$ cat src/rtl/scl_timing_pkg.sv
package scl_timing_pkg;

  localparam int unsigned NUM_SPD = 3;

  typedef enum logic [1:0] {
    PH_IDLE = 2'd0,
    PH_LOW  = 2'd1,
    PH_HIGH = 2'd2
  } phase_e;

  typedef enum logic [1:0] {
    SPD_STD  = 2'd0,
    SPD_FAST = 2'd1,
    SPD_HS   = 2'd2
  } spd_idx_e;

  // Field value 0 falls back to standard mode
  function automatic spd_idx_e decode_spd(input logic [1:0] field);
    case (field)
      2'd2:    decode_spd = SPD_FAST;
      2'd3:    decode_spd = SPD_HS;
      default: decode_spd = SPD_STD;
    endcase
  endfunction

endpackage

$ cat src/rtl/scl_speed_sel.sv
module scl_speed_sel
  import scl_timing_pkg::*;
#(
  parameter int unsigned CNT_W = 16
) (
  input  logic [1:0]                      spd_field,
  input  logic [NUM_SPD-1:0][CNT_W-1:0]   hi_tab,
  input  logic [NUM_SPD-1:0][CNT_W-1:0]   lo_tab,
  output logic [CNT_W-1:0]                hi_sel,
  output logic [CNT_W-1:0]                lo_sel
);

  spd_idx_e           idx;
  logic [NUM_SPD-1:0] hit;

  assign idx = decode_spd(spd_field);

  for (genvar g = 0; g < NUM_SPD; g++) begin : g_hit
    assign hit[g] = (int'(idx) == g);
  end

  always_comb begin
    hi_sel = '0;
    lo_sel = '0;
    for (int i = 0; i < NUM_SPD; i++) begin
      if (hit[i]) begin
        hi_sel = hi_sel | hi_tab[i];
        lo_sel = lo_sel | lo_tab[i];
      end
    end
  end

endmodule

$ cat src/rtl/scl_down_ctr.sv
module scl_down_ctr #(
  parameter int unsigned W = 16
) (
  input  logic         clk,
  input  logic         rst_n,
  input  logic         clr,
  input  logic         load,
  input  logic [W-1:0] load_val,
  input  logic         dec,
  output logic [W-1:0] cnt,
  output logic         zero
);

  logic [W-1:0] cnt_d;
  logic [W-1:0] cnt_q;

  always_comb begin
    cnt_d = cnt_q;
    if (clr)       cnt_d = '0;
    else if (load) cnt_d = load_val;
    else if (dec)  cnt_d = cnt_q - 1'b1;
  end

  always_ff @(posedge clk or negedge rst_n) begin
    if (!rst_n) cnt_q <= '0;
    else        cnt_q <= cnt_d;
  end

  assign cnt  = cnt_q;
  assign zero = (cnt_q == '0);

  // counter never decrements through zero
  assert_no_wrap_R3: assert property (@(posedge clk) disable iff (!rst_n)
    (dec && !clr && !load) |-> (cnt_q != '0));

endmodule

$ cat src/rtl/scl_timing_gen.sv
module scl_timing_gen
  import scl_timing_pkg::*;
#(
  parameter int unsigned CNT_W = 16
) (
  input  logic             clk,
  input  logic             rst_n,
  input  logic             run,
  input  logic [1:0]       spd_field,
  input  logic [CNT_W-1:0] cnt_std_hi,
  input  logic [CNT_W-1:0] cnt_std_lo,
  input  logic [CNT_W-1:0] cnt_fast_hi,
  input  logic [CNT_W-1:0] cnt_fast_lo,
  input  logic [CNT_W-1:0] cnt_hs_hi,
  input  logic [CNT_W-1:0] cnt_hs_lo,
  input  logic             scl_in,
  output logic             scl_o,
  output logic             fall_stb,
  output logic             rise_stb
);

  // Reset: asserted asynchronously, released on the clock
  logic [1:0] rst_sync_q;
  logic       rst_n_s;

  always_ff @(posedge clk or negedge rst_n) begin
    if (!rst_n) rst_sync_q <= 2'b00;
    else        rst_sync_q <= {rst_sync_q[0], 1'b1};
  end
  assign rst_n_s = rst_sync_q[1];

  // Count selection
  logic [NUM_SPD-1:0][CNT_W-1:0] hi_tab;
  logic [NUM_SPD-1:0][CNT_W-1:0] lo_tab;
  logic [CNT_W-1:0]              hi_sel;
  logic [CNT_W-1:0]              lo_sel;

  assign hi_tab = {cnt_hs_hi, cnt_fast_hi, cnt_std_hi};
  assign lo_tab = {cnt_hs_lo, cnt_fast_lo, cnt_std_lo};

  scl_speed_sel #(.CNT_W(CNT_W)) u_sel (
    .spd_field (spd_field),
    .hi_tab    (hi_tab),
    .lo_tab    (lo_tab),
    .hi_sel    (hi_sel),
    .lo_sel    (lo_sel)
  );

  // Phase control
  phase_e           state_q, state_d;
  logic [CNT_W-1:0] hi_q, lo_q;
  logic             cap;
  logic             fall_q, fall_d;
  logic             rise_q, rise_d;
  logic             ctr_clr, ctr_ld, ctr_dec, ctr_zero;
  logic [CNT_W-1:0] ctr_ld_val, ctr_cnt;

  always_comb begin
    state_d    = state_q;
    ctr_clr    = 1'b0;
    ctr_ld     = 1'b0;
    ctr_ld_val = '0;
    ctr_dec    = 1'b0;
    cap        = 1'b0;
    fall_d     = 1'b0;
    rise_d     = 1'b0;
    if (!run) begin
      state_d = PH_IDLE;
      ctr_clr = 1'b1;
    end else begin
      case (state_q)
        PH_IDLE: begin
          state_d    = PH_LOW;
          ctr_ld     = 1'b1;
          ctr_ld_val = lo_sel;
          cap        = 1'b1;
          fall_d     = 1'b1;
        end
        PH_LOW: begin
          if (ctr_zero) begin
            state_d    = PH_HIGH;
            ctr_ld     = 1'b1;
            ctr_ld_val = hi_q;
            rise_d     = 1'b1;
          end else begin
            ctr_dec = 1'b1;
          end
        end
        PH_HIGH: begin
          if (scl_in) begin
            if (ctr_zero) begin
              state_d    = PH_LOW;
              ctr_ld     = 1'b1;
              ctr_ld_val = lo_q;
              fall_d     = 1'b1;
            end else begin
              ctr_dec = 1'b1;
            end
          end
        end
        default: begin
          state_d = PH_IDLE;
          ctr_clr = 1'b1;
        end
      endcase
    end
  end

  always_ff @(posedge clk or negedge rst_n_s) begin
    if (!rst_n_s) begin
      state_q <= PH_IDLE;
      fall_q  <= 1'b0;
      rise_q  <= 1'b0;
    end else begin
      state_q <= state_d;
      fall_q  <= fall_d;
      rise_q  <= rise_d;
    end
  end

  // Shadow of the selected pair, enabled only at run start
  always_ff @(posedge clk or negedge rst_n_s) begin
    if (!rst_n_s) begin
      hi_q <= '0;
      lo_q <= '0;
    end else if (cap) begin
      hi_q <= hi_sel;
      lo_q <= lo_sel;
    end
  end

  scl_down_ctr #(.W(CNT_W)) u_ctr (
    .clk      (clk),
    .rst_n    (rst_n_s),
    .clr      (ctr_clr),
    .load     (ctr_ld),
    .load_val (ctr_ld_val),
    .dec      (ctr_dec),
    .cnt      (ctr_cnt),
    .zero     (ctr_zero)
  );

  assign scl_o    = (state_q != PH_LOW);
  assign fall_stb = fall_q;
  assign rise_stb = rise_q;

  // Assertions
  assert_idle_release_R7: assert property (@(posedge clk) disable iff (!rst_n_s)
    (!run) |=> (scl_o && ctr_cnt == '0));

  assert_idle_quiet_R1: assert property (@(posedge clk) disable iff (!rst_n_s)
    (!run) |=> (!fall_stb && !rise_stb));

  assert_low_count_R3: assert property (@(posedge clk) disable iff (!rst_n_s)
    (state_q == PH_LOW && run && !ctr_zero) |=> (ctr_cnt == $past(ctr_cnt) - 1'b1));

  assert_stretch_hold_R5: assert property (@(posedge clk) disable iff (!rst_n_s)
    (state_q == PH_HIGH && run && !scl_in) |=> $stable(ctr_cnt));

  assert_shadow_hold_R6: assert property (@(posedge clk) disable iff (!rst_n_s)
    (state_q != PH_IDLE) |=> ($stable(hi_q) && $stable(lo_q)));

  assert_strobe_excl_R8: assert property (@(posedge clk) disable iff (!rst_n_s)
    $onehot0({fall_stb, rise_stb}));

  assert_fall_low_R8: assert property (@(posedge clk) disable iff (!rst_n_s)
    fall_stb |-> !scl_o);

  assert_rise_rel_R8: assert property (@(posedge clk) disable iff (!rst_n_s)
    rise_stb |-> scl_o);

  assert_high_from_low_R9: assert property (@(posedge clk) disable iff (!rst_n_s)
    (state_q != PH_HIGH && state_d == PH_HIGH) |-> (state_q == PH_LOW));

endmodule

$ cat config.mk
export PLATFORM = sky130hd
export DESIGN_NAME = scl_timing_gen
export DESIGN_NICKNAME = d
export VERILOG_FILES = /design/src/rtl/scl_timing_pkg.sv /design/src/rtl/scl_speed_sel.sv /design/src/rtl/scl_down_ctr.sv /design/src/rtl/scl_timing_gen.sv
export SDC_FILE = /design/constraint.sdc
export NUM_CORES = 1
export LEC_CHECK = 0
export BUFFER_PORTS_ARGS = -buffer_cell sky130_fd_sc_hd__buf_2
export CAP_MARGIN = 20
export CORE_MARGIN = 2
export CORE_UTILIZATION = 40
export DETAILED_ROUTE_END_ITERATION = 6
export PLACE_DENSITY_LB_ADDON = 0.2
export SYNTH_ARGS = -nofsm -noshare
export SYNTH_HDL_FRONTEND = slang
export SYNTH_SLANG_ARGS = --single-unit
$ cat constraint.sdc
create_clock -name clk -period 3.8 [get_ports clk]
set_clock_uncertainty 0.1 [all_clocks]
set_input_delay 0.38 -clock clk [delete_from_list [all_inputs] [get_ports clk]]
set_output_delay 0.38 -clock clk [all_outputs]
set_load 0.005 [all_outputs]
* After elaboration in Yosys (flattened, before gate mapping) *
Cells that the tools add are included.

cells by class
  $add $sub $neg = 1
  eq/ne operators = 10
  multiplexer cells = 36
  bitwise gates (word level) = 4
  reductions and logical operators = 6

operator list
  operator                 number
  $mux W16                 13
  $or A16 B16 Y16          4
  $pmux W16 S3             1
  $logic_not A16 Y1        1
  $sub A16 B1 Y16 const B  1
  $mux W1                  13
  $eq A2 B2 Y1 const B     5
  $ne A3 B3 Y1 const B     3
  $mux W2                  4
  $pmux W2 S3              1
  $logic_not A2 Y1         2
  $pmux W1 S2              2
  $pmux W2 S2              1
  $pmux W1 S3              1
  $reduce_and A3 Y1        1
  $reduce_bool A3 Y1       1
  $reduce_or A3 Y1         1
  $eq A2 B1 Y1 const B     1
  $ne A2 B1 Y1 const B     1

word-level totals
  register bits = 54
  output and inout bits = 3
  word-level logic and storage cells = 64

* Logic depth before layout (Yosys ltp) *
Gate-level depths: netlist of run 1.

  word-level depth = 12
  mapped depth = 10
  mapped depth without buffers = 8

* Hierarchy *
From an unflattened synthesis of run 1, not the netlist that was laid out.

unflattened totals
  cells, all modules = 355
  area total of the unflattened synthesis = 3,524.6 um2

modules (own cells, without submodules)
  module          times used  cells an instance  area an instance (um2)  seq. area each (um2)
  scl_timing_gen  1           149                1,854.3                 950.9
  scl_down_ctr    1           99                 964.7                   400.4
  scl_speed_sel   1           107                705.7                   0.0

* Worst setup path after synthesis of run 1 *
OpenSTA, ideal clock, no wires.

  path type = register to register
  from = reg state_q[0]
  to = reg u_ctr.cnt_q[13], in the netlist u_ctr.cnt[13]
  library setup time = 0.126 ns
  arrival = 1.950 ns
  data required time = 3.574 ns
  path slack = 1.624 ns
  cell stages (with the launch flop) = 10
  period minus slack after synthesis = 2.176 ns
  cell sequence = dfrtp_1 -> inv_1 -> ha_1 -> and2_1 -> buf_2 -> nor2_1 -> clkbuf_1 -> o31ai_1 -> o311ai_1 -> nand2_1

on the way
  longest elaborated chain between the ends = 5
  elaborated cells on any way between the ends = 15

ends and longest elaborated chain
  item                                            RTL line                                  text
  start: declaration                              scl_timing_gen.sv:50                      phase_e state_q, state_d;
  start signal: assignment                        scl_timing_gen.sv:115                     state_q <= state_d;
  $eq A2 B2 Y1 (tied with other cells)            scl_timing_gen.sv:71                      case (state_q)
  $pmux W16 S3 (tied with other cells)            scl_timing_gen.sv:71
  $mux W16 (tied with other cells)                scl_timing_gen.sv:67                      if (!run) begin
  $mux W16 or $mux W1 (tied branches)             scl_down_ctr.sv:20, scl_timing_gen.sv:67
  $mux W16 or $reduce_bool A3 Y1 (tied branches)  -
  end signal: assignment                          scl_down_ctr.sv:26                        else cnt_q <= cnt_d;
  end: declaration                                scl_down_ctr.sv:15                        logic [W-1:0] cnt_q;

Several ways; a longest one is shown, not always the timed one.
A chain may end at the register's enable or synchronous reset.

* Worst setup path in the final report of run 1 *
  from = reg state_q[1]
  to = reg u_ctr.cnt_q[15], in the netlist u_ctr.cnt[15]

Same word-level chain as after synthesis.

==> results of run 1 <==
power groups by stage:
stage	registers, W	clock network, W	logic [W]
3_3_place_gp	0.00100	0	0.00132
3_5_place_dp	0.00101	0	0.00133
2_1_floorplan	0.000946	0	0.00102
6_report	0.000999	0.000393	0.00135
4_1_cts	0.000997	0.000404	0.00134
5_1_grt	0.00103	0.000421	0.00150
placed cells by master, fill, tap and decap left out, types with 4 or more instances in the layout:
cell type and instances:
sky130_fd_sc_hd__ha_1 6, sky130_fd_sc_hd__mux2_2 9, sky130_fd_sc_hd__dfrtp_1 53, sky130_fd_sc_hd__a21oi_1 28, sky130_fd_sc_hd__inv_1 6, sky130_fd_sc_hd__a22o_1 5, sky130_fd_sc_hd__o22ai_1 8, sky130_fd_sc_hd__nor3_1 7
sky130_fd_sc_hd__nand2_1 74, sky130_fd_sc_hd__o21ai_0 60, sky130_fd_sc_hd__nor4_1 4, sky130_fd_sc_hd__a22oi_1 16, sky130_fd_sc_hd__nor2_1 22, sky130_fd_sc_hd__buf_4 8, sky130_fd_sc_hd__buf_2 104, sky130_fd_sc_hd__o211ai_1 8
sky130_fd_sc_hd__and2_1 5, sky130_fd_sc_hd__a31oi_1 4, sky130_fd_sc_hd__clkbuf_8 5, sky130_fd_sc_hd__mux2i_1 32
per-stage QoR:
step                      power (W)  cell area, um2
final                       0.00274            4300
after global routing        0.00296            4300
after CTS                   0.00274            4300
after detailed placement    0.00234            4180
after global placement      0.00232            4180
after floorplan             0.00197            3600
final cells by class:
cell class,instances,share of cell area
clock buffer,6,0.0169
clock inverter,2,0.00874
inverter,6,0.00524
multi-input combinational,333,0.485
sequential,54,0.315
tap,108,0.0315
timing repair buffer,113,0.137
cells by family (layout without fill, tap and decap cells):
| family | count (synthesis) | after routing |
|---|---|---|
| flip-flops | 54 | 54 |
| multiplexers | 41 | 41 |
| adder cells (fa/ha/maj) | 6 | 6 |
| AND/OR/NAND/NOR | 132 | 132 |
| buffers and inverters | 37 | 127 |
| AO/OA/AOI/OAI | 152 | 152 |
| XOR/XNOR | 1 | 1 |
| other | 1 | 1 |
synth_stat cells (3+ instances only):
cell / instances
sky130_fd_sc_hd__nand2_1: 74
sky130_fd_sc_hd__o21ai_0: 60
sky130_fd_sc_hd__dfrtp_1: 54
sky130_fd_sc_hd__mux2i_1: 32
sky130_fd_sc_hd__a21oi_1: 28
sky130_fd_sc_hd__nor2_1: 22
sky130_fd_sc_hd__a22oi_1: 16
sky130_fd_sc_hd__clkbuf_1: 16
sky130_fd_sc_hd__mux2_2: 9
sky130_fd_sc_hd__o211ai_1: 8
sky130_fd_sc_hd__o22ai_1: 8
sky130_fd_sc_hd__buf_2: 7
sky130_fd_sc_hd__nor3_1: 7
sky130_fd_sc_hd__ha_1: 6
sky130_fd_sc_hd__inv_1: 6
sky130_fd_sc_hd__a22o_1: 5
sky130_fd_sc_hd__and2_1: 5
sky130_fd_sc_hd__buf_1: 5
sky130_fd_sc_hd__a31oi_1: 4
sky130_fd_sc_hd__nor4_1: 4
sky130_fd_sc_hd__and3_1: 3
sky130_fd_sc_hd__nor3b_1: 3
sky130_fd_sc_hd__o21a_1: 3
sky130_fd_sc_hd__o221ai_1: 3
registers in the layout, summed over array words and instances (netlist names):
name	flops
lo_q	16
rise_stb	1
state_q	2
u_ctr.cnt	16
rst_sync_q	2
fall_stb	1
hi_q	16
path summary, 6_finish.rpt:
kind                               start             to  slack (ps)  cells after the start
min in group clk           cnt_std_hi[7]        hi_q[7]         260                      3
setup reg to reg              state_q[1]  u_ctr.cnt[15]         950                      9
hold / removal             rst_sync_q[1]       fall_stb         250                      0
max in group asynchronous  rst_sync_q[1]        lo_q[2]        2580                      1
setup / recovery              state_q[1]  u_ctr.cnt[15]         950                      9
hold reg to reg            rst_sync_q[1]       fall_stb         250                      0
worst max-delay path, stage by stage (launching register included):
cell and delay, ps:
sky130_fd_sc_hd__dfrtp_1 430, sky130_fd_sc_hd__inv_1 100, sky130_fd_sc_hd__ha_1 680, sky130_fd_sc_hd__a21o_1 170, sky130_fd_sc_hd__nand3_1 140, sky130_fd_sc_hd__o31ai_4 520
sky130_fd_sc_hd__buf_4 290, sky130_fd_sc_hd__nor3b_1 70, sky130_fd_sc_hd__a21oi_1 120, sky130_fd_sc_hd__o21ai_0 100
timing repair:
item,in CTS,in global routing
endpoints found under the setup margin,0,0
hold endpoints to repair,2,0
hold buffers,1,0
routing by layer:
layer	track usage	wire length, um	vias up
met5	0	0	-
met4	0.0379	53	0
met3	0.0241	529	4
met2	0.322	4490	127
met1	0.316	4920	1576
li1	-	-	1713
==> results by group, run 1 <==
Route
  • Total number of vias: 3420
  • Detailed-route wire length per cell: 16.1 um
  • Initial DRC count: 162
  • Pre-Repair DR Iteration Count: 5
  • Count of unresolved DRC violations after routing: 0
  • WL final: 9990 um
  • Via density per instance: 5.50
  • Count of antenna-violating nets left after detailed routing: 0

Synth
  • Area leader, netlist: sky130_fd_sc_hd__dfrtp_1
  • Count of mapped cells out of synthesis: 424
  • Fraction of registers with async set/reset: 1.00
  • Cell area after technology mapping: 3600 um2
  • Mean instance size in the synthesized netlist: 8.49 um2
  • Share of synthesized area occupied by flip-flops and latches: 0.375
  • Number of synthesized flops with an enable pin: 0
  • Post-Synth Simple-Gate Area: 0.174
  • Main combinational cell family by area after synthesis: compound AO/OA/AOI/OAI gates
  • Share of synthesized area spent on multiplexers: 0.117
  • Library cells used by synthesis: 53
  • Synth Area in Compound Gates: 0.264
  • Synthesis-stage register bit count: 54
  • Synthesized Nets: 532
  • Share of the synthesized netlist area taken by xor and xnor gates: 0.00243
  • Dominant cells by area after synthesis: sky130_fd_sc_hd__dfrtp_1 38%, sky130_fd_sc_hd__mux2i_1 8.9%, sky130_fd_sc_hd__o21ai_0 8.3%
  • Synth Flop Type: sky130_fd_sc_hd__dfrtp_1
  • Count of yosys warnings during synthesis: 0
  • Share of Yosys cell area claimed by the top area cell type: 0.375
  • Adder and majority gate portion of the synthesized area: 0.0209

Clock tree
  • Clock-pin slew reported for the worst setup and hold paths after clock tree synthesis: 100 ps
  • Count of H-tree levels built during CTS: 2
  • Clock root cell: sky130_fd_sc_hd__clkbuf_8
  • CTS resizes: 0
  • Number of CTS-inserted buffers: 5
  • Clk sink count: 54
  • Clock network latency to the later pin of the worst-skew pair: 310 ps
  • Setup Fix Bufs, Post-CTS: 0
  • Maximum count of clock buffers along a single path: 2
  • Clock tree from TritonCTS: built

Setup path
  • Worst path required time: 3880 ps
  • Type of origin of the critical path: flop
  • CP max FO: 22
  • Worst setup path class: reg2reg
  • Type of destination of the critical path: flop
  • Data arrival time of the worst path: 2940 ps

Global routing
  • Maximum number of pins on one net before global-route repair: 56
  • Total overflow reported by the global router: 0
  • Global-route wire length before repair: 16600 um
  • Number of global-route vias before repair: 3291
  • Combined global-route utilization of all metal layers: 0.208
  • Initial antenna violation count: 0

Layout
  • Final standard cell count with taps included and fillers excluded: 622
  • Area occupied by multi-input gates: 2090 um2
  • Number of fill cells in the layout: 873
  • Antenna cell count: 0
  • Layout Nets: 621
  • Share of cells above drive strength 1: 0.267
  • Area delta synth->final: 19.4%
  • Final core utilization: 0.493
  • Reg area: 1350 um2

Pwr
  • Fraction of power spent switching nets: 0.445
  • Leakage Power: 1.98 nW
  • PwrDens: 638 nW/um2
  • Power share of the combinational group: 0.493
  • Sequential Power Share: 0.364
  • P_int: 0.00152 W
  • Reported net switching power: 0.00122 W
  • Clk network pwr share: 0.143
  • Peak supply drop: 0.208 mV

Floorplan
  • Width of the chip: 98.9 um
  • Core area: 8720 um2
  • Initial Util: 0.413
  • Die footprint: 9770 um2
  • Number of cell rows: 34
  • Count of boundary I/O pins: 105
  • Height of the die: 98.9 um

STA
  • Total negative slack for setup checks: 0 ps
  • Setup-failing EPs final: 0
  • Slew @ Worst Pin: 891 ps
  • Worst-case setup margin in the final layout: 949 ps
  • Slew HR: 0.404
  • F_max: 351 MHz
  • Fin. max-slew vios: 0
  • Period utilization: 0.750
  • Worst hold margin: 248 ps
  • Setup repair after global routing missed its margin: no
  • Final critical-path required period: 2850 ps
  • Number of endpoints with negative hold slack in the final report: 0

Placed design
  • Placer's final routability congestion estimate: 0.930
  • Dpl cells: 613
  • Port buffer count: 104
  • Worst-case setup slack after placement: 1020 ps
  • HPWL Detailed: 7430 um

Hold path
  • Worst min-delay path category: reg2async

Outcome
  • Status: complete, no violations

Flow run
  • Maxcap violations: 0
(Power assumes the default switching activity.)
==> run 2, diff against run 1 <==
--- a/config.mk
+++ b/config.mk
@@ -5,6 +5,7 @@
 export SDC_FILE = /design/constraint.sdc
 export NUM_CORES = 1
 export LEC_CHECK = 0
+export ABC_AREA = 1
 export BUFFER_PORTS_ARGS = -buffer_cell sky130_fd_sc_hd__buf_2
 export CAP_MARGIN = 20
 export CORE_MARGIN = 2
==> constraint.sdc (replaced) <==
create_clock -name clk -period 2.4 [get_ports clk]
set_clock_uncertainty 0.1 [all_clocks]
set_input_delay 0.24 -clock clk [delete_from_list [all_inputs] [get_ports clk]]
set_output_delay 0.24 -clock clk [all_outputs]
set_load 0.005 [all_outputs]
==> results by group, run 2 <==
Outcome
  • Status: complete, no violations

Route
  • WL final: 9900 um
  • Initial DRC count: 176
  • Via density per instance: 4.97
  • Total number of vias: 3668
  • Count of unresolved DRC violations after routing: 0
  • Pre-Repair DR Iteration Count: 4
  • Detailed-route wire length per cell: 13.4 um
  • Count of antenna-violating nets left after detailed routing: 0

Global routing
  • Combined global-route utilization of all metal layers: 0.205
  • Number of global-route vias before repair: 3597
  • Total overflow reported by the global router: 0
  • Maximum number of pins on one net before global-route repair: 53
  • Global-route wire length before repair: 16600 um
  • Initial antenna violation count: 0

Pwr
  • Peak supply drop: 0.397 mV
  • Overall power of the completed layout: 0.00460 W
  • PwrDens: 1040 nW/um2
  • Leakage Power: 2.41 nW

Setup path
  • Type of destination of the critical path: flop
  • Data arrival time of the worst path: 2260 ps
  • CP max FO: 16
  • Worst setup path class: reg2reg
  • Type of origin of the critical path: flop
  • Worst path required time: 2500 ps

Layout
  • Commonest cells after routing, fill and taps aside: 218 x sky130_fd_sc_hd__nand2_1, 104 x sky130_fd_sc_hd__buf_2, 53 x sky130_fd_sc_hd__dfrtp_1
  • Most common library cell in the layout ignoring fill and taps: sky130_fd_sc_hd__nand2_1
  • Antenna cell count: 0
  • Final standard cell count with taps included and fillers excluded: 738
  • Share of cells above drive strength 1: 0.260
  • Area delta synth->final: 19.1%
  • Number of fill cells in the layout: 949
  • Layout Nets: 734

Hold path
  • Worst min-delay path category: in2reg

Clock tree
  • Clock-pin slew reported for the worst setup and hold paths after clock tree synthesis: 110 ps
  • Setup Fix Bufs, Post-CTS: 0
  • Count of H-tree levels built during CTS: 2
  • Number of CTS-inserted buffers: 5
  • Clock network latency to the later pin of the worst-skew pair: 310 ps
  • Clock root cell: sky130_fd_sc_hd__clkbuf_8
  • CTS resizes: 0
  • Maximum count of clock buffers along a single path: 2
  • Clock tree from TritonCTS: built
  • Clk sink count: 54

Placed design
  • Placer's final routability congestion estimate: 0.817
  • Worst-case setup slack after placement: 266 ps
  • Dpl cells: 729
  • Port buffer count: 104
  • HPWL Detailed: 7670 um

STA
  • Slew HR: 0.545
  • Total negative slack for setup checks: 0 ps
  • Period utilization: 0.900
  • Final critical-path required period: 2160 ps
  • Setup repair after global routing missed its margin: no
  • Setup-failing EPs final: 0
  • Worst-case setup margin in the final layout: 239 ps
  • Fin. max-slew vios: 0
  • F_max: 463 MHz
  • Number of endpoints with negative hold slack in the final report: 0
  • Slew @ Worst Pin: 683 ps

Synth
  • Synthesis-stage register bit count: 54
  • Dominant cells by area after synthesis: sky130_fd_sc_hd__dfrtp_1 36%, sky130_fd_sc_hd__nand2_1 22%, sky130_fd_sc_hd__nor2_1 4.5%
  • Most common cell in the synthesized netlist: sky130_fd_sc_hd__nand2_1
  • Count of mapped cells out of synthesis: 527
  • Cell area after technology mapping: 3720 um2
  • Synthesized Nets: 635
  • Fraction of registers with async set/reset: 1.00
  • Count of yosys warnings during synthesis: 0
  • Share of Yosys cell area claimed by the top area cell type: 0.363
  • Top cells by count, synth: 218 x sky130_fd_sc_hd__nand2_1, 54 x sky130_fd_sc_hd__dfrtp_1, 45 x sky130_fd_sc_hd__nor2_1, 37 x sky130_fd_sc_hd__inv_1, 26 x sky130_fd_sc_hd__nand3_1
  • Mean instance size in the synthesized netlist: 7.06 um2
  • Area leader, netlist: sky130_fd_sc_hd__dfrtp_1
  • Number of synthesized flops with an enable pin: 0
  • Share of synthesized area occupied by flip-flops and latches: 0.363
  • Synth Flop Type: sky130_fd_sc_hd__dfrtp_1
  • Library cells used by synthesis: 33

Floorplan
  • Width of the chip: 100 um
  • Initial Util: 0.408
  • Core area: 9110 um2
  • Number of cell rows: 35
  • Die footprint: 10100 um2
  • Count of boundary I/O pins: 105
  • Height of the die: 100 um

Flow run
  • Maxcap violations: 0
[run 2: cell count changes in the layout (fill, tap and decap cells not counted), moves of 20 or more]
cell and change:
sky130_fd_sc_hd__nor2_1 +22, sky130_fd_sc_hd__nand3_1 +24, sky130_fd_sc_hd__nand4_1 +20, sky130_fd_sc_hd__inv_1 +31, sky130_fd_sc_hd__nand2_1 +144, sky130_fd_sc_hd__mux2i_1 -32, sky130_fd_sc_hd__o21ai_0 -58
[run 2: routing by layer]
metal,share of wire,track usage,vias up,wire length (um)
li1,-,-,1887,-
met1,0.43,0.269,1682,4290
met2,0.51,0.355,90,5050
met3,0.041,0.0279,9,407
met4,0.015,0.0569,0,150
met5,0,0,-,0
[run 2: kinds of logic after synthesis]
kind of cell | share of synthesized area
xor+xnor | 0.0283
simple gates | 0.428
flops | 0.363
fa+ha+maj | 0.0202
compound gates | 0.0797
buf+inv | 0.0794
other cells | 0.00101
[run 2: final timing paths]
path / from / endpoint / slack, ps / cells past startpoint
worst max-delay path: u_ctr.cnt[0] / u_ctr.cnt[5] / 240 / 11
worst min-delay path: cnt_hs_hi[3] / hi_q[3] / 60 / 3
worst max register to register: u_ctr.cnt[0] / u_ctr.cnt[5] / 240 / 11
worst min register to register: rst_sync_q[0] / rst_sync_q[1] / 270 / 0
max in group asynchronous: rst_sync_q[1] / fall_stb / 1450 / 1
min in group asynchronous: rst_n / rst_sync_q[1] / 130 / 2
[run 2: final cells by class]
| type | count | area [um2] | share of cell area |
|---|---|---|---|
| multi-input cells | 408 | 2070 | 0.468 |
| repair buffers | 119 | 636 | 0.143 |
| inverters | 38 | 143 | 0.0322 |
| clock inverters | 2 | 13.8 | 0.00311 |
| clock buffers | 6 | 72.6 | 0.0164 |
| flip-flops and latches | 54 | 1350 | 0.305 |
| well taps | 111 | 139 | 0.0313 |
[run 2: what timing repair did]
item,in CTS,in global routing
endpoints found under the hold margin,2,0
endpoints found under the setup margin,0,0
hold buffers,1,0
[run 2: power breakdown]
| part | total, W | internal (W) | switching, W |
|---|---|---|---|
| registers | 0.00150 | 0.00128 | 0.000217 |
| clock network | 0.000522 | 0.000209 | 0.000313 |
| logic | 0.00258 | 0.000921 | 0.00165 |
[run 2: critical path: stages, from the launching register on]
cell and delay, ps:
sky130_fd_sc_hd__dfrtp_1 420, sky130_fd_sc_hd__inv_1 90, sky130_fd_sc_hd__ha_1 140, sky130_fd_sc_hd__nand3_1 90
sky130_fd_sc_hd__nor2_2 250, sky130_fd_sc_hd__nand3_2 160, sky130_fd_sc_hd__nand3_4 170, sky130_fd_sc_hd__nand2_4 150
sky130_fd_sc_hd__inv_2 240, sky130_fd_sc_hd__nand2_1 110, sky130_fd_sc_hd__nand3_1 80, sky130_fd_sc_hd__nand2_1 60
[run 2: per-stage QoR]
step / util / hold WS (ps) / area [um2]
global route: 0.486 / 60.5 / 4430
CTS: 0.486 / 52.7 / 4430
finish: 0.486 / 62.7 / 4430
floorplan: - / -156 / 3720
detailed placement: 0.476 / -72.9 / 4330
global placement: 0.476 / -74.0 / 4330
==> run 3, diff against run 2 <==
--- a/config.mk
+++ b/config.mk
@@ -5,7 +5,6 @@
 export SDC_FILE = /design/constraint.sdc
 export NUM_CORES = 1
 export LEC_CHECK = 0
-export ABC_AREA = 1
 export BUFFER_PORTS_ARGS = -buffer_cell sky130_fd_sc_hd__buf_2
 export CAP_MARGIN = 20
 export CORE_MARGIN = 2
==> constraint.sdc (replaced) <==
create_clock -name clk -period 2.4 [get_ports clk]
set_clock_uncertainty 0.1 [all_clocks]
set_input_delay 0.36 -clock clk [delete_from_list [all_inputs] [get_ports clk]]
set_output_delay 0.36 -clock clk [all_outputs]
set_load 0.005 [all_outputs]
==> results by group, run 3 (synthesized netlist as in run 1, its figures left out) <==
Outcome
  • Status: complete, no violations

Pwr
  • Leakage Power: 2.08 nW
  • PwrDens: 1010 nW/um2
  • Overall power of the completed layout: 0.00449 W
  • Peak supply drop: 0.409 mV

Floorplan
  • Height of the die: 98.9 um
  • Initial Util: 0.413
  • Count of boundary I/O pins: 105
  • Die footprint: 9770 um2
  • Number of cell rows: 34
  • Width of the chip: 98.9 um
  • Core area: 8720 um2

Global routing
  • Total overflow reported by the global router: 0
  • Global-route wire length before repair: 16500 um
  • Maximum number of pins on one net before global-route repair: 32
  • Number of global-route vias before repair: 3361
  • Initial antenna violation count: 0
  • Combined global-route utilization of all metal layers: 0.206

Route
  • Total number of vias: 3538
  • Wire length on met3: 647 um
  • Count of unresolved DRC violations after routing: 0
  • Count of antenna-violating nets left after detailed routing: 0
  • Met1 routed wirelength after detailed routing: 4640 um
  • WL final: 9850 um
  • Pre-Repair DR Iteration Count: 5
  • Max Used Layer: met4
  • Via density per instance: 5.51
  • Met2 routed wirelength: 4470 um
  • Detailed-route wire length per cell: 15.3 um
  • Initial DRC count: 192

Setup path
  • Launch instance of the worst register-to-register path: u_ctr.cnt[9]
  • Data arrival time of the worst path: 2450 ps
  • Worst path required time: 2560 ps
  • Number of cell instances on the worst register-to-register path: 6
  • Worst setup path class: reg2reg
  • Capture point of the worst path: u_ctr.cnt[11]
  • Setup crit start: u_ctr.cnt[9]
  • Type of destination of the critical path: flop
  • Crit Reg-Reg Endpoint: u_ctr.cnt[11]
  • Type of origin of the critical path: flop
  • Worst R2R Setup Slack: 100 ps
  • CP max FO: 13

Clock tree
  • Count of H-tree levels built during CTS: 2
  • Clock-pin slew reported for the worst setup and hold paths after clock tree synthesis: 100 ps
  • Clk sink count: 54
  • Clock network latency to the later pin of the worst-skew pair: 310 ps
  • Clock root cell: sky130_fd_sc_hd__clkbuf_8
  • Clock tree from TritonCTS: built
  • Maximum count of clock buffers along a single path: 2
  • Setup Fix Bufs, Post-CTS: 0
  • Number of CTS-inserted buffers: 5

Layout
  • Antenna cell count: 0
  • Final standard cell count with taps included and fillers excluded: 642
  • Final instance area: 4470 um2
  • Area delta synth->final: 24.1%
  • Layout Nets: 641
  • Share of cells above drive strength 1: 0.298
  • Most common library cell in the layout ignoring fill and taps: sky130_fd_sc_hd__buf_2
  • Commonest cells after routing, fill and taps aside: 104 x sky130_fd_sc_hd__buf_2, 74 x sky130_fd_sc_hd__nand2_1, 60 x sky130_fd_sc_hd__o21ai_0

STA
  • Setup-failing EPs final: 0
  • F_max: 436 MHz
  • Number of endpoints with negative hold slack in the final report: 0
  • Period utilization: 0.957
  • Slew @ Worst Pin: 657 ps
  • Slew HR: 0.561
  • Fin. max-slew vios: 0
  • Final critical-path required period: 2300 ps
  • Setup repair after global routing missed its margin: no
  • Worst-case setup margin in the final layout: 104 ps
  • Total negative slack for setup checks: 0 ps

Hold path
  • Worst min-delay path category: reg2async

Placed design
  • HPWL Detailed: 7750 um
  • Dpl cells: 633
  • Port buffer count: 104
  • Placement Cell Area: 4340 um2
  • Worst-case setup slack after placement: 104 ps
  • Placer's final routability congestion estimate: 0.923

Flow run
  • Maxcap violations: 0
[run 3: cell count changes in the layout (fill, tap and decap cells not counted), moves of 10 or more]
| cell | delta |
|---|---|
| sky130_fd_sc_hd__nand4_1 | -20 |
| sky130_fd_sc_hd__a221oi_1 | -12 |
| sky130_fd_sc_hd__nand3_1 | -24 |
| sky130_fd_sc_hd__mux2i_1 | +32 |
| sky130_fd_sc_hd__nor2_1 | -22 |
| sky130_fd_sc_hd__inv_1 | -31 |
| sky130_fd_sc_hd__o21ai_0 | +58 |
| sky130_fd_sc_hd__nand2_1 | -144 |
| sky130_fd_sc_hd__xor2_1 | -11 |
| sky130_fd_sc_hd__buf_4 | +13 |
| sky130_fd_sc_hd__nand3_2 | -10 |
| sky130_fd_sc_hd__a21oi_1 | +15 |
[run 3: area by class of cell]
type / instances / area, um2
clock inverters: 2 / 37.5
clock buffers: 6 / 72.6
inverters: 6 / 22.5
fillers: 847 / 4250
repair buffers: 133 / 753
well taps: 108 / 135
flip-flops and latches: 54 / 1350
multi-input cells: 333 / 2090
[run 3: timing repair]
action                                  CTS  global route
hold buffers                              1             0
endpoints found under the hold margin     2             0
gates resized for setup                   0             2
endpoints found under the setup margin    0            13
[run 3: metrics by stage]
step / utilization / hold WS, ps
2_1_floorplan: - / -35.6
3_3_place_gp: 0.498 / 44.9
3_5_place_dp: 0.498 / 45.6
4_1_cts: 0.511 / 189
5_1_grt: 0.512 / 216
6_report: 0.512 / 150
[run 3: power breakdown]
group          switching (W)  total (W)  internal (W)  leakage [nW]
clock               0.000311   0.000623      0.000312        0.0514
combinational        0.00133    0.00231      0.000980          1.36
sequential          0.000295    0.00156       0.00127         0.668
[run 3: per-layer routing]
| layer | GRT usage | vias to the layer above |
|---|---|---|
| met4 | 0.0443 | 0 |
| met5 | 0 | - |
| met3 | 0.0426 | 8 |
| met2 | 0.320 | 125 |
| met1 | 0.298 | 1652 |
| li1 | - | 1753 |
[run 3: how the worst min path moves through the flow]
| stage | from | end | slack, ps | depth (start not counted) |
|---|---|---|---|---|
| 6_report | rst_sync_q[1] | lo_q[11] | 150 | 0 |
| 5_1_grt | rst_sync_q[1] | lo_q[11] | 220 | 0 |
| 4_1_cts | rst_sync_q[1] | lo_q[11] | 190 | 0 |
| 3_5_place_dp | rst_n | rst_sync_q[0] | 50 | 1 |
| 3_3_place_gp | rst_n | rst_sync_q[0] | 40 | 1 |
| 2_1_floorplan | rst_n | rst_sync_q[0] | -40 | 0 |
[run 3: critical path, stage by stage (launching register included)]
cell	delay, ps
sky130_fd_sc_hd__dfrtp_1	420
sky130_fd_sc_hd__nor4_2	480
sky130_fd_sc_hd__and2_1	370
sky130_fd_sc_hd__nand2_8	140
sky130_fd_sc_hd__a221oi_4	430
sky130_fd_sc_hd__a21o_1	180
sky130_fd_sc_hd__a22o_1	130
